[config.mk]
export PLATFORM = sky130hd
export DESIGN_NAME = ecc_scrub_ctl
export DESIGN_NICKNAME = d
export VERILOG_FILES = /design/src/rtl/scrub_pkg.sv /design/src/rtl/scrub_tick.sv /design/src/rtl/del_table.sv /design/src/rtl/ecc_scrub_ctl.sv
export SDC_FILE = /design/constraint.sdc
export NUM_CORES = 1
export LEC_CHECK = 0
export ABC_CLOCK_PERIOD_IN_PS = 3800
export BUFFER_PORTS_ARGS = -buffer_cell sky130_fd_sc_hd__buf_2
export CAP_MARGIN = 30
export CORE_MARGIN = 2
export CORE_UTILIZATION = 45
export DETAILED_ROUTE_END_ITERATION = 12
export PLACE_DENSITY_LB_ADDON = 0.3
export SYNTH_ARGS = -nofsm -noshare
export SYNTH_HDL_FRONTEND = slang
export SYNTH_SLANG_ARGS = --single-unit
[constraint.sdc]
create_clock -name clk -period 3.8 [get_ports clk]
set_clock_uncertainty 0.05 [all_clocks]
set_input_delay 0.38 -clock clk [delete_from_list [all_inputs] [get_ports clk]]
set_output_delay 0.38 -clock clk [all_outputs]
set_load 0.1 [all_outputs]
[src/rtl/scrub_pkg.sv]
package scrub_pkg;

  typedef enum logic [1:0] {
    SC_WAIT,
    SC_READ,
    SC_CHECK,
    SC_FIX
  } scan_st_t;

  // successor of a line index with wrap
  function automatic int unsigned wrap_next(input int unsigned cur, input int unsigned n);
    return (cur + 1 >= n) ? 0 : cur + 1;
  endfunction

endpackage

[src/rtl/scrub_tick.sv]
module scrub_tick #(
  parameter int DIV_W = 12
) (
  input  logic             clk,
  input  logic             rst,
  input  logic [DIV_W-1:0] div,
  output logic             tick
);

  logic [DIV_W-1:0] cnt;

  always_ff @(posedge clk) begin
    if (rst) begin
      cnt  <= '0;
      tick <= 1'b0;
    end else if (cnt >= div) begin
      cnt  <= '0;
      tick <= 1'b1;
    end else begin
      cnt  <= cnt + 1'b1;
      tick <= 1'b0;
    end
  end

endmodule

[src/rtl/del_table.sv]
module del_table #(
  parameter int LINES  = 16,
  parameter int BUDGET = 14,
  localparam int IDX_W = $clog2(LINES),
  localparam int CNT_W = $clog2(LINES + 1)
) (
  input  logic             clk,
  input  logic             rst,
  input  logic             clr,
  input  logic             load,
  input  logic [LINES-1:0] load_map,
  input  logic             load_deconf,
  input  logic             set_en,
  input  logic [IDX_W-1:0] set_idx,
  output logic [LINES-1:0] map,
  output logic             full,
  output logic             deconf
);

  logic [CNT_W-1:0] cnt;
  logic [CNT_W-1:0] load_cnt;

  always_comb begin
    load_cnt = '0;
    for (int i = 0; i < LINES; i++) load_cnt = load_cnt + CNT_W'(load_map[i]);
  end

  assign full = (cnt >= CNT_W'(BUDGET));

  always_ff @(posedge clk) begin
    if (rst || clr) begin
      map    <= '0;
      cnt    <= '0;
      deconf <= 1'b0;
    end else if (load) begin
      map    <= load_map;
      cnt    <= load_cnt;
      deconf <= load_deconf || (load_cnt >= CNT_W'(BUDGET));
    end else if (set_en) begin
      map[set_idx] <= 1'b1;
      cnt          <= cnt + 1'b1;
      if (cnt + 1'b1 >= CNT_W'(BUDGET)) deconf <= 1'b1;
    end
  end


  set_below_budget_chk: assert property (@(posedge clk) disable iff (rst)
    set_en |-> !full);


  deconf_hold_chk: assert property (@(posedge clk) disable iff (rst)
    (deconf && !clr && !load) |=> deconf);

endmodule

[src/rtl/ecc_scrub_ctl.sv]
module ecc_scrub_ctl
  import scrub_pkg::*;
#(
  parameter int LINES  = 16,
  parameter int DATA_W = 32,
  parameter int BUDGET = 14,
  parameter int DIV_W  = 12,
  localparam int IDX_W = $clog2(LINES)
) (
  input  logic              clk,
  input  logic              rst,
  input  logic [DIV_W-1:0]  tick_div,
  input  logic              func_busy,
  output logic              arr_en,
  output logic              arr_we,
  output logic [IDX_W-1:0]  arr_addr,
  output logic [DATA_W-1:0] arr_wdata,
  input  logic [DATA_W-1:0] arr_rdata,
  input  logic [DATA_W-1:0] arr_corr_data,
  input  logic              arr_ce,
  input  logic              arr_ue,
  input  logic              arr_dirty,
  output logic              arr_inval,
  output logic [IDX_W-1:0]  arr_inval_addr,
  output logic              wb_valid,
  output logic [IDX_W-1:0]  wb_addr,
  output logic [DATA_W-1:0] wb_data,
  output logic              wb_poison,
  input  logic [IDX_W-1:0]  lk_idx,
  output logic              lk_deleted,
  input  logic              rec_load,
  input  logic [LINES-1:0]  rec_map_in,
  input  logic              rec_deconf_in,
  output logic [LINES-1:0]  rec_map_out,
  input  logic              repair,
  output logic              deconf,
  output logic              ovf
);

  scan_st_t          st;
  logic [IDX_W-1:0]  scan_addr;
  logic [IDX_W-1:0]  addr_nxt;
  logic [DATA_W-1:0] fix_data;
  logic              tick;
  logic [LINES-1:0]  del_map;
  logic              tbl_full;
  logic              set_en;
  logic              cur_deleted;

  scrub_tick #(.DIV_W(DIV_W)) u_tick (
    .clk (clk),
    .rst (rst),
    .div (tick_div),
    .tick(tick)
  );

  del_table #(.LINES(LINES), .BUDGET(BUDGET)) u_tbl (
    .clk        (clk),
    .rst        (rst),
    .clr        (repair),
    .load       (rec_load),
    .load_map   (rec_map_in),
    .load_deconf(rec_deconf_in),
    .set_en     (set_en),
    .set_idx    (scan_addr),
    .map        (del_map),
    .full       (tbl_full),
    .deconf     (deconf)
  );

  assign addr_nxt    = IDX_W'(wrap_next(int'(scan_addr), LINES));
  assign cur_deleted = del_map[scan_addr];
  assign lk_deleted  = del_map[lk_idx];
  assign rec_map_out = del_map;

  // array port: issued in the same cycle so a functional request wins at once
  assign arr_en    = !func_busy && (((st == SC_READ) && !cur_deleted) || (st == SC_FIX));
  assign arr_we    = (st == SC_FIX);
  assign arr_addr  = scan_addr;
  assign arr_wdata = fix_data;

  assign set_en = (st == SC_CHECK) && arr_ue && !tbl_full;

  always_ff @(posedge clk) begin
    if (rst) begin
      st             <= SC_WAIT;
      scan_addr      <= '0;
      fix_data       <= '0;
      arr_inval      <= 1'b0;
      arr_inval_addr <= '0;
      wb_valid       <= 1'b0;
      wb_addr        <= '0;
      wb_data        <= '0;
      wb_poison      <= 1'b0;
      ovf            <= 1'b0;
    end else begin
      arr_inval <= 1'b0;
      wb_valid  <= 1'b0;
      wb_poison <= 1'b0;
      if (repair) ovf <= 1'b0;
      unique case (st)
        SC_WAIT: if (tick) st <= SC_READ;
        SC_READ: begin
          if (cur_deleted) scan_addr <= addr_nxt;
          else if (!func_busy) st <= SC_CHECK;
        end
        SC_CHECK: begin
          if (arr_ue) begin
            arr_inval      <= 1'b1;
            arr_inval_addr <= scan_addr;
            if (arr_dirty) begin
              wb_valid  <= 1'b1;
              wb_addr   <= scan_addr;
              wb_data   <= arr_rdata;
              wb_poison <= 1'b1;
            end
            if (tbl_full && !repair) ovf <= 1'b1;
            scan_addr <= addr_nxt;
            st        <= SC_WAIT;
          end else if (arr_ce) begin
            fix_data <= arr_corr_data;
            st       <= SC_FIX;
          end else begin
            scan_addr <= addr_nxt;
            st        <= SC_WAIT;
          end
        end
        SC_FIX: begin
          if (!func_busy) begin
            scan_addr <= addr_nxt;
            st        <= SC_WAIT;
          end
        end
        default: st <= SC_WAIT;
      endcase
    end
  end


  scan_step_chk: assert property (@(posedge clk) disable iff (rst)
    !$stable(scan_addr) |-> (scan_addr == $past(addr_nxt)));


  no_deleted_read_chk: assert property (@(posedge clk) disable iff (rst)
    (arr_en && !arr_we) |-> !del_map[arr_addr]);


  purge_recorded_chk: assert property (@(posedge clk) disable iff (rst)
    (arr_inval && !$past(repair) && !$past(rec_load)) |-> (del_map[arr_inval_addr] || ovf));


  wb_poison_chk: assert property (@(posedge clk) disable iff (rst)
    wb_valid |-> (wb_poison && $past(arr_ue) && $past(arr_dirty)));


  ovf_sticky_chk: assert property (@(posedge clk) disable iff (rst)
    (ovf && !repair) |=> ovf);

endmodule

==> flow_summary.json, run 1 <==
{
  "status": "completed",
  "placed_area_sq_um": 6580,
  "power.leakage_nw": 3.30,
  "synthFlopType": "dfxtp_1",
  "post-dp-hpwl_um": 10500,
  "antenna_left": 0,
  "drt-met1-wl_um": 6290,
  "r2r_start": "u_tbl.cnt[0]",
  "htreeDepth": 4,
  "netlist_instances": 659,
  "final.min_clock_period_ns": 3.68,
  "drc": 0,
  "vias": 5243,
  "hold_viol": 0,
  "grt_pass1_wl_um": 22200,
  "core_area_sq_um": 12000,
  "numCtsBuffers": 17,
  "crit_top_cell": "fa_1",
  "drt-initial-drc-count": 310,
  "wl_um": 14600,
  "ys_warn_count": 0,
  "grt_max_degree": 48,
  "overflow": 0,
  "placedCellCount": 975,
  "setup_slack_ns": 0.116,
  "crit_slowest_cell": "fa_1",
  "wl_met2_um": 7000,
  "drv_cap": 0,
  "yosysSeqAreaShare": 0.421,
  "initial_core_util": 0.459,
  "diodes": 0,
  "hold_ws_ns": 0.149,
  "wl_per_cell_um": 14.5,
  "critical_path_buf_inv_count": 4,
  "drive_above_1_share": 0.301,
  "clockRootBuffer": "clkbuf_16",
  "grt_pass1_vias": 4580,
  "fin_area_sq_um": 7260,
  "fillerInstances": 1138,
  "endpoint": "u_tbl.deconf",
  "mostFrequentLayoutCell": "buf_2",
  "drt_first_pass_iters": 4,
  "worst_ep_required_time_ns": 4.04,
  "clock_sinks": 116,
  "instances_no_fill": 1007,
  "place_congestion": 0.844,
  "ys_async_sr_fraction": 0,
  "cp_top_family": "adder cells",
  "max_stage_delay_ns": 0.51,
  "clockBufferDepth": 2,
  "min_path_type": "input port to flop",
  "ys_ff_latch": 116,
  "worst_pin_slew_ns": 0.881,
  "critPathLaunchType": "input port",
  "rrSetupSlack_ns": 1.37,
  "areaGrowthSynthToFinish_pct": 31.6,
  "antenna_found_initial": 0,
  "synthesis.nets": 799,
  "postSynthAreaPerCell_sq_um": 8.37,
  "fp.dieW_um": 115,
  "rr_endpoint": "u_tbl.cnt[2]",
  "peakVddDrop_v": 0.000287,
  "finalCritPeriodShare": 0.969,
  "crit_chain": "buf_2 > ha_4 > inv_1 > fa_1 > fa_1 > fa_1 > fa_1 > inv_1 > fa_2 > inv_2 > fa_2 > nor2b_1 > o21ai_1 > nand2_1 > a211oi_2 > a211oi_2",
  "portBuffers": 204,
  "path_class": "input port to flop",
  "fmax_mhz": 271,
  "synth_edf_count": 0,
  "final_cell_mix": "buf_2 (204), nand2_1 (154), dfxtp_1 (116)",
  "r2r_cells": 7,
  "fp.dieArea_sq_um": 13200,
  "arrival_ns": 3.92,
  "grt_usage": 0.214,
  "max_slew_margin": 0.409,
  "place_ws_ns": -0.312,
  "ios": 205,
  "die_h_um": 115,
  "wl_met3_um": 981,
  "crit_fanout": 2,
  "via_per_inst": 5.21,
  "power_density_nw_per_um2": 486,
  "cp_num_cells": 16,
  "crit_start": "rec_map_in[0]",
  "netlist_area_sq_um": 5520,
  "ys_types": 50,
  "cts_tree": "done",
  "worst_setup_path_end_kind": "flop",
  "clk_pin_slew_ns": 0.05,
  "finalMaxSlewViolations": 0,
  "setup_viol": 0,
  "highest_layer": "met4",
  "fin_nets": 988,
  "rows": 40,
  "clock_latency_ns": 0.41
}
[cell type report]
cell class / instances / area, sq um / area share
well taps: 147 / 184 / 0.0253
clock inverters: 10 / 178 / 0.0245
multi-input cells: 459 / 2870 / 0.396
clock buffers: 21 / 470 / 0.0648
flip-flops and latches: 116 / 2320 / 0.320
repair buffers: 211 / 1070 / 0.148
inverters: 43 / 161 / 0.0222
[worst min path at each step]
stage,to,from,depth (start not counted)
3_3_place_gp,arr_wdata[13],arr_wdata[13],2
3_5_place_dp,wb_data[4],wb_data[4],2
2_1_floorplan,u_tick.cnt[0],u_tick.cnt[0],1
5_1_grt,arr_wdata[25],arr_corr_data[25],3
6_report,arr_wdata[13],arr_corr_data[13],3
4_1_cts,arr_wdata[13],arr_corr_data[13],3
[report_power, final]
group          total (W)  switching [W]  internal, W
Sequential       0.00127      0.0000316      0.00124
Combinational   0.000519       0.000290     0.000229
Clock            0.00175       0.000540      0.00121
Total            0.00353       0.000862      0.00267
[timing repair]
item,4_1_cts,5_1_grt
hold buffers,0,0
buffers inserted,0,1
resized for setup,0,5
endpoints found under the setup margin,0,2
[cells by family (layout without fill, tap and decap cells)]
kind of cell | Yosys count | in the layout | synth area share
mux | 15 | 15 | 0.0385
simple gates | 238 | 238 | 0.193
compound gates | 156 | 156 | 0.166
buf+inv | 84 | 285 | 0.0651
xor+xnor | 15 | 15 | 0.0238
fa+ha+maj | 35 | 35 | 0.0930
flops | 116 | 116 | 0.421
[synth_stat cells, types with 6 or more instances]
library cell | instances | area [sq um]
nand3_1 | 10 | 50.1
a31oi_1 | 12 | 75.1
nor2_1 | 23 | 86.3
and2_1 | 6 | 37.5
mux2i_1 | 10 | 100
dfxtp_1 | 116 | 2320
o21ai_0 | 15 | 75.1
a21oi_1 | 91 | 455
a311oi_1 | 6 | 52.6
clkbuf_1 | 21 | 78.8
nand2_1 | 154 | 578
ha_1 | 25 | 313
a211oi_1 | 10 | 75.1
nand4_1 | 6 | 37.5
nand2b_1 | 6 | 37.5
xnor2_1 | 9 | 78.8
inv_1 | 43 | 161
xor2_1 | 6 | 52.6
nor2b_1 | 6 | 37.5
nor3_1 | 14 | 70.1
buf_2 | 14 | 70.1
fa_1 | 10 | 200
[state kept, by name, summed over array words and instances, names as in the netlist]
name	count
arr_wdata	32
arr_inval	1
wb_poison	1
u_tbl.deconf	1
ovf	1
u_tick.tick	1
u_tbl.map	16
st	2
u_tick.cnt	12
arr_addr	4
wb_addr	4
u_tbl.cnt	5
wb_data	32
arr_inval_addr	4
[worst min-delay path: cells and delay by family]
kind | cells | cell delay (ns)
buffers and inverters | 1 | 0.09
AOI/OAI and AO/OA | 1 | 0.05
and+or+nand+nor | 1 | 0.04
[through the flow]
stage / setup TNS, ns / utilization / power, W
floorplan: -0.0243 / - / 0.00164
global placement: -0.986 / 0.548 / 0.00179
detailed placement: -1.21 / 0.548 / 0.00180
CTS: 0 / 0.602 / 0.00355
global route: -0.0163 / 0.605 / 0.00368
finish: 0 / 0.605 / 0.00353
[metal layers]
| metal | vias up | track usage |
|---|---|---|
| met4 | 0 | 0.0972 |
| li1 | 2621 | - |
| met5 | - | 0 |
| met2 | 183 | 0.351 |
| met1 | 2408 | 0.264 |
| met3 | 31 | 0.0585 |
Note: power is estimated with default switching activity, not from simulation.
==> inputs of run 2 (changes only) <==
--- a/config.mk
+++ b/config.mk
@@ -5,11 +5,11 @@
 export SDC_FILE = /design/constraint.sdc
 export NUM_CORES = 1
 export LEC_CHECK = 0
-export ABC_CLOCK_PERIOD_IN_PS = 3800
+export ABC_CLOCK_PERIOD_IN_PS = 4200
 export BUFFER_PORTS_ARGS = -buffer_cell sky130_fd_sc_hd__buf_2
 export CAP_MARGIN = 30
 export CORE_MARGIN = 2
-export CORE_UTILIZATION = 45
+export CORE_UTILIZATION = 49
 export DETAILED_ROUTE_END_ITERATION = 12
 export PLACE_DENSITY_LB_ADDON = 0.3
 export SYNTH_ARGS = -nofsm -noshare
==> constraint.sdc (replaced) <==
create_clock -name clk -period 4.2 [get_ports clk]
set_clock_uncertainty 0.05 [all_clocks]
set_input_delay 0.42 -clock clk [delete_from_list [all_inputs] [get_ports clk]]
set_output_delay 0.42 -clock clk [all_outputs]
set_load 0.1 [all_outputs]
==> run 2 against run 1 <==
Effect of this change: sequential power fell by 9%; global-route usage rose by 2.7 points; total power fell by 13%; critical path type unchanged; critical endpoint unchanged; largest cell class unchanged; largest power group unchanged.
==> flow_summary.json, run 2 (same netlist as run 1, synthesis figures left out) <==
{
  "status": "completed",
  "diodes": 0,
  "overflow": 0,
  "drt_first_pass_iters": 4,
  "cts_resized": 0,
  "numCtsBuffers": 17,
  "setup_viol": 0,
  "drive_above_1_share": 0.290,
  "finalMaxSlewViolations": 0,
  "cts_tree": "done",
  "clk_pin_slew_ns": 0.05,
  "hold_depth": 3,
  "arrival_ns": 4.17,
  "mostFrequentLayoutCell": "buf_2",
  "critical_path_buf_inv_count": 4,
  "wl_um": 14700,
  "cp_top_family": "adder cells",
  "hold_viol": 0,
  "grt_pass1_wl_um": 22700,
  "fin_area_sq_um": 7190,
  "grt_usage": 0.241,
  "drc": 0,
  "clock_latency_ns": 0.41,
  "vias": 5255,
  "hold_end": "wb_data[24]",
  "r2r_start": "u_tbl.cnt[0]",
  "drt-initial-drc-count": 287,
  "post-dp-hpwl_um": 11000,
  "instances_no_fill": 998,
  "finalPower_w": 0.00307,
  "hold_buffers": 0,
  "final.min_clock_period_ns": 3.94,
  "rrSetupSlack_ns": 1.74,
  "crit_top_cell": "fa_1",
  "power.leakage_nw": 3.28,
  "wl_per_cell_um": 14.8,
  "antenna_found_initial": 0,
  "htreeDepth": 4,
  "initial_core_util": 0.505,
  "grt_pass1_vias": 4994,
  "crit_chain": "buf_2 > ha_1 > inv_1 > fa_1 > fa_1 > fa_1 > fa_1 > inv_1 > fa_1 > inv_1 > fa_1 > xor2_1 > nor2_1 > a211oi_1 > a211oi_1",
  "placedCellCount": 966,
  "clockRootBuffer": "clkbuf_16",
  "antenna_left": 0,
  "peakVddDrop_v": 0.000282,
  "via_per_inst": 5.27,
  "hp-start": "arr_rdata[24]",
  "worst_pin_slew_ns": 0.923,
  "grt_max_degree": 50,
  "die_h_um": 110,
  "fmax_mhz": 254,
  "fp.dieArea_sq_um": 12100,
  "power_density_nw_per_um2": 427,
  "ios": 205,
  "clockBufferDepth": 2,
  "worst_setup_path_end_kind": "flop",
  "cts_setup_buffers": 0,
  "worst_ep_required_time_ns": 4.44,
  "core_area_sq_um": 10900,
  "final_cell_mix": "buf_2 (204), nand2_1 (154), dfxtp_1 (116)",
  "rsz0062_at_grt": "no",
  "hold_ws_ns": 0.195,
  "r2r_cells": 7,
  "place_congestion": 0.820,
  "crit_fanout": 2,
  "fin_nets": 985,
  "final_util": 0.658,
  "path_class": "input port to flop",
  "rr_endpoint": "u_tbl.cnt[2]",
  "fp.dieW_um": 110,
  "areaGrowthSynthToFinish_pct": 30.3,
  "min_path_type": "input port to flop",
  "finalCritPeriodShare": 0.937,
  "rows": 38,
  "clock_sinks": 116,
  "critPathLaunchType": "input port",
  "crit_slowest_cell": "fa_1",
  "max_slew_margin": 0.381,
  "placed_area_sq_um": 6580,
  "portBuffers": 204,
  "drv_cap": 0,
  "max_stage_delay_ns": 0.56
}
## run 2: changes by cell type in the layout (fill, tap and decap cells not counted), sizes merged
cell and change:
clkbuf +2, clkinvlp +1, bufinv -2, buf -3
## run 2: per-stage QoR
stage	setup TNS (ns)	worst slack, ns
after floorplan	0	0.204
after global placement	0	0.00390
after detailed placement	-0.146	-0.146
after CTS	0	0.283
after global routing	0	0.132
final	0	0.265
## run 2: where the power goes
| group | switching [W] | total [W] | leakage (nW) | internal, W |
|---|---|---|---|---|
| logic | 0.000259 | 0.000439 | 2.04 | 0.000180 |
| registers | 0.0000314 | 0.00115 | 0.937 | 0.00112 |
| clock network | 0.000489 | 0.00148 | 0.299 | 0.000990 |
## run 2: cell type report
cell class	count	area, sq um
Clock buffer	23	488
Clock inverter	9	125
Inverter	43	161
Multi-Input combinational cell	459	2840
Fill cell	916	3740
Tap cell	140	175
Timing Repair Buffer	208	1080
Sequential cell	116	2320
## run 2: per-layer routing
layer	vias to the layer above	global-route usage	wire, um	part of all wire
li1	2612	-	-	-
met1	2424	0.278	6000	0.41
met2	190	0.415	7380	0.50
met3	29	0.0682	1020	0.069
met4	0	0.107	350	0.024
met5	-	0	0	0
## run 2: how the worst max path moves through the flow
stage,start,endpoint,depth (start not counted)
3_3_place_gp,rec_map_in[0],u_tbl.deconf,14
5_1_grt,rec_map_in[0],u_tbl.deconf,16
4_1_cts,rec_map_in[0],u_tbl.deconf,15
2_1_floorplan,rec_map_in[0],u_tbl.deconf,13
3_5_place_dp,rec_map_in[0],u_tbl.deconf,15
6_report,rec_map_in[0],u_tbl.deconf,15
## run 2: tightest hold or removal path: cells and delay by family
family                 cells  cell delay (ns)
and+or+nand+nor            1             0.04
buffers and inverters      1             0.09
AOI/OAI and AO/OA          1             0.05
==> inputs of run 3 (changes only) <==
--- a/config.mk
+++ b/config.mk
@@ -5,6 +5,7 @@
 export SDC_FILE = /design/constraint.sdc
 export NUM_CORES = 1
 export LEC_CHECK = 0
+export ABC_AREA = 1
 export ABC_CLOCK_PERIOD_IN_PS = 4200
 export BUFFER_PORTS_ARGS = -buffer_cell sky130_fd_sc_hd__buf_2
 export CAP_MARGIN = 30
==> run 3 against run 2 <==
Effect of this change: clock-buffer cell count down 1; first-iteration DRC count rose by 50%; global-route usage down 0.36 points; highest routed layer unchanged; critical endpoint is now u_tbl.cnt[4]; sequential share of layout area is 0.68 points lower; largest power group unchanged.
==> flow_summary.json, run 3 <==
{
  "r2r_start": "st[1]",
  "initial_core_util": 0.496,
  "wl_per_cell_um": 13.1,
  "grt_max_degree": 63,
  "synthesis.nets": 880,
  "worst_ep_required_time_ns": 4.43,
  "hold_end": "wb_data[0]",
  "synth_area_leaders": "dfxtp_1 (41%), nor2_1 (11%), o21ai_0 (8.9%)",
  "fp.dieW_um": 111,
  "rsz0062_at_grt": "no",
  "synth_area_leader_cell": "dfxtp_1",
  "post-dp-hpwl_um": 10500,
  "synth_common_cells": "nor2_1 (163), dfxtp_1 (116), o21ai_0 (100)",
  "drc": 0,
  "worst_pin_slew_ns": 0.975,
  "hp-start": "arr_rdata[0]",
  "fin_area_sq_um": 7350,
  "vias": 5344,
  "place_congestion": 0.908,
  "hold_buffers": 0,
  "critPathLaunchType": "input port",
  "synth_top_area_share": 0.414,
  "cts_setup_buffers": 0,
  "clk_pin_slew_ns": 0.05,
  "cts_tree": "done",
  "r2r_cells": 8,
  "finalCritPeriodShare": 0.942,
  "finalMaxSlewViolations": 0,
  "critical_path_buf_inv_count": 4,
  "grt_pass1_vias": 5128,
  "hold_depth": 3,
  "hold_viol": 0,
  "max_stage_delay_ns": 0.56,
  "max_slew_margin": 0.349,
  "worst_setup_path_end_kind": "flop",
  "yosysSeqAreaShare": 0.414,
  "fmax_mhz": 253,
  "fin_nets": 1072,
  "diodes": 0,
  "ys_warn_count": 0,
  "path_class": "input port to flop",
  "drv_cap": 0,
  "crit_slowest_cell": "fa_1",
  "crit_top_cell": "fa_1",
  "areaGrowthSynthToFinish_pct": 30.9,
  "cts_resized": 0,
  "portBuffers": 204,
  "placed_area_sq_um": 6680,
  "ys_types": 40,
  "drt-initial-drc-count": 430,
  "synth_edf_count": 0,
  "rr_endpoint": "wb_addr[2]",
  "min_path_type": "input port to flop",
  "power.leakage_nw": 3.56,
  "arrival_ns": 4.19,
  "clock_latency_ns": 0.40,
  "via_per_inst": 4.92,
  "crit_fanout": 2,
  "final.min_clock_period_ns": 3.96,
  "die_h_um": 111,
  "drive_above_1_share": 0.284,
  "grt_pass1_wl_um": 23900,
  "overflow": 0,
  "clock_sinks": 116,
  "numCtsBuffers": 17,
  "core_area_sq_um": 11300,
  "setup_viol": 0,
  "rows": 39,
  "antenna_found_initial": 0,
  "clockRootBuffer": "clkbuf_16",
  "rrSetupSlack_ns": 2.07,
  "mostFrequentLayoutCell": "buf_2",
  "htreeDepth": 4,
  "ios": 205,
  "synthFlopType": "dfxtp_1",
  "ys_async_sr_fraction": 0,
  "netlist_instances": 740,
  "power_density_nw_per_um2": 433,
  "synth_most_common_cell": "nor2_1",
  "ys_ff_latch": 116,
  "clockBufferDepth": 2,
  "antenna_left": 0,
  "peakVddDrop_v": 0.000287,
  "postSynthAreaPerCell_sq_um": 7.58,
  "drt_first_pass_iters": 5,
  "hold_ws_ns": 0.211,
  "fp.dieArea_sq_um": 12300,
  "cp_top_family": "adder cells",
  "finalSetupTns_ns": 0,
  "crit_chain": "buf_2 > ha_1 > inv_1 > fa_1 > fa_1 > fa_1 > fa_1 > inv_1 > fa_1 > inv_1 > fa_1 > nor2_1 > o21ai_0 > o21ai_0 > o21ai_0 > a21oi_1",
  "final_cell_mix": "buf_2 (204), nor2_1 (163), dfxtp_1 (116)",
  "wl_um": 14300,
  "fillerInstances": 1052,
  "grt_usage": 0.238,
  "netlist_area_sq_um": 5610,
  "status": "completed"
}
-- run 3: report_power, final --
group | internal, W | switching, W
Sequential | 0.00112 | 0.0000137
Combinational | 0.000166 | 0.000263
Clock | 0.00114 | 0.000482
-- run 3: cell type report --
class	instances	area, sq um	area share
clock inverters	9	200	0.0273
repair buffers	209	1070	0.145
inverters	89	340	0.0463
multi-input cells	499	2770	0.378
flip-flops and latches	116	2320	0.316
well taps	143	179	0.0244
clock buffers	22	464	0.0632
-- run 3: how the worst max path moves through the flow --
stage                  startpoint           end  slack, ns  cells past startpoint
detailed placement  rec_map_in[0]  u_tbl.cnt[4]      -0.11                     16
global route        rec_map_in[0]  u_tbl.cnt[4]       0.08                     16
floorplan            u_tbl.map[5]    lk_deleted       0.02                      6
global placement    rec_map_in[0]  u_tbl.cnt[4]      -0.04                     16
CTS                 rec_map_in[0]  u_tbl.cnt[4]       0.26                     16
finish              rec_map_in[0]  u_tbl.cnt[4]       0.24                     16
-- run 3: cells by family after synthesis --
group           after synthesis  synth area share
compound gates              165             0.160
xor+xnor                     18            0.0281
buf+inv                     125            0.0921
flops                       116             0.414
simple gates                281             0.215
fa+ha+maj                    35            0.0914
-- run 3: layer usage --
metal | routed length (um) | GRT usage
met1 | 6210 | 0.290
met2 | 6900 | 0.399
met3 | 714 | 0.0525
met4 | 432 | 0.113
met5 | 0 | 0
-- run 3: through the flow --
stage	total power, W	util	worst slack [ns]	std cells
3_5_place_dp	0.00158	0.590	-0.114	1056
6_report	0.00318	0.649	0.244	1087
2_1_floorplan	0.00146	-	0.0200	740
5_1_grt	0.00331	0.649	0.0837	1087
4_1_cts	0.00321	0.649	0.259	1087
3_3_place_gp	0.00157	0.589	-0.0443	1055
-- run 3: worst register-to-register path, cell delays in order (launching register included) --
cell and delay (ns):
dfxtp_1 0.37, inv_2 0.08, nor2_4 0.11, nand2_4 0.08
inv_6 0.11, nand2_2 0.31, inv_2 0.66, nor2_1 0.10
a211oi_1 0.19
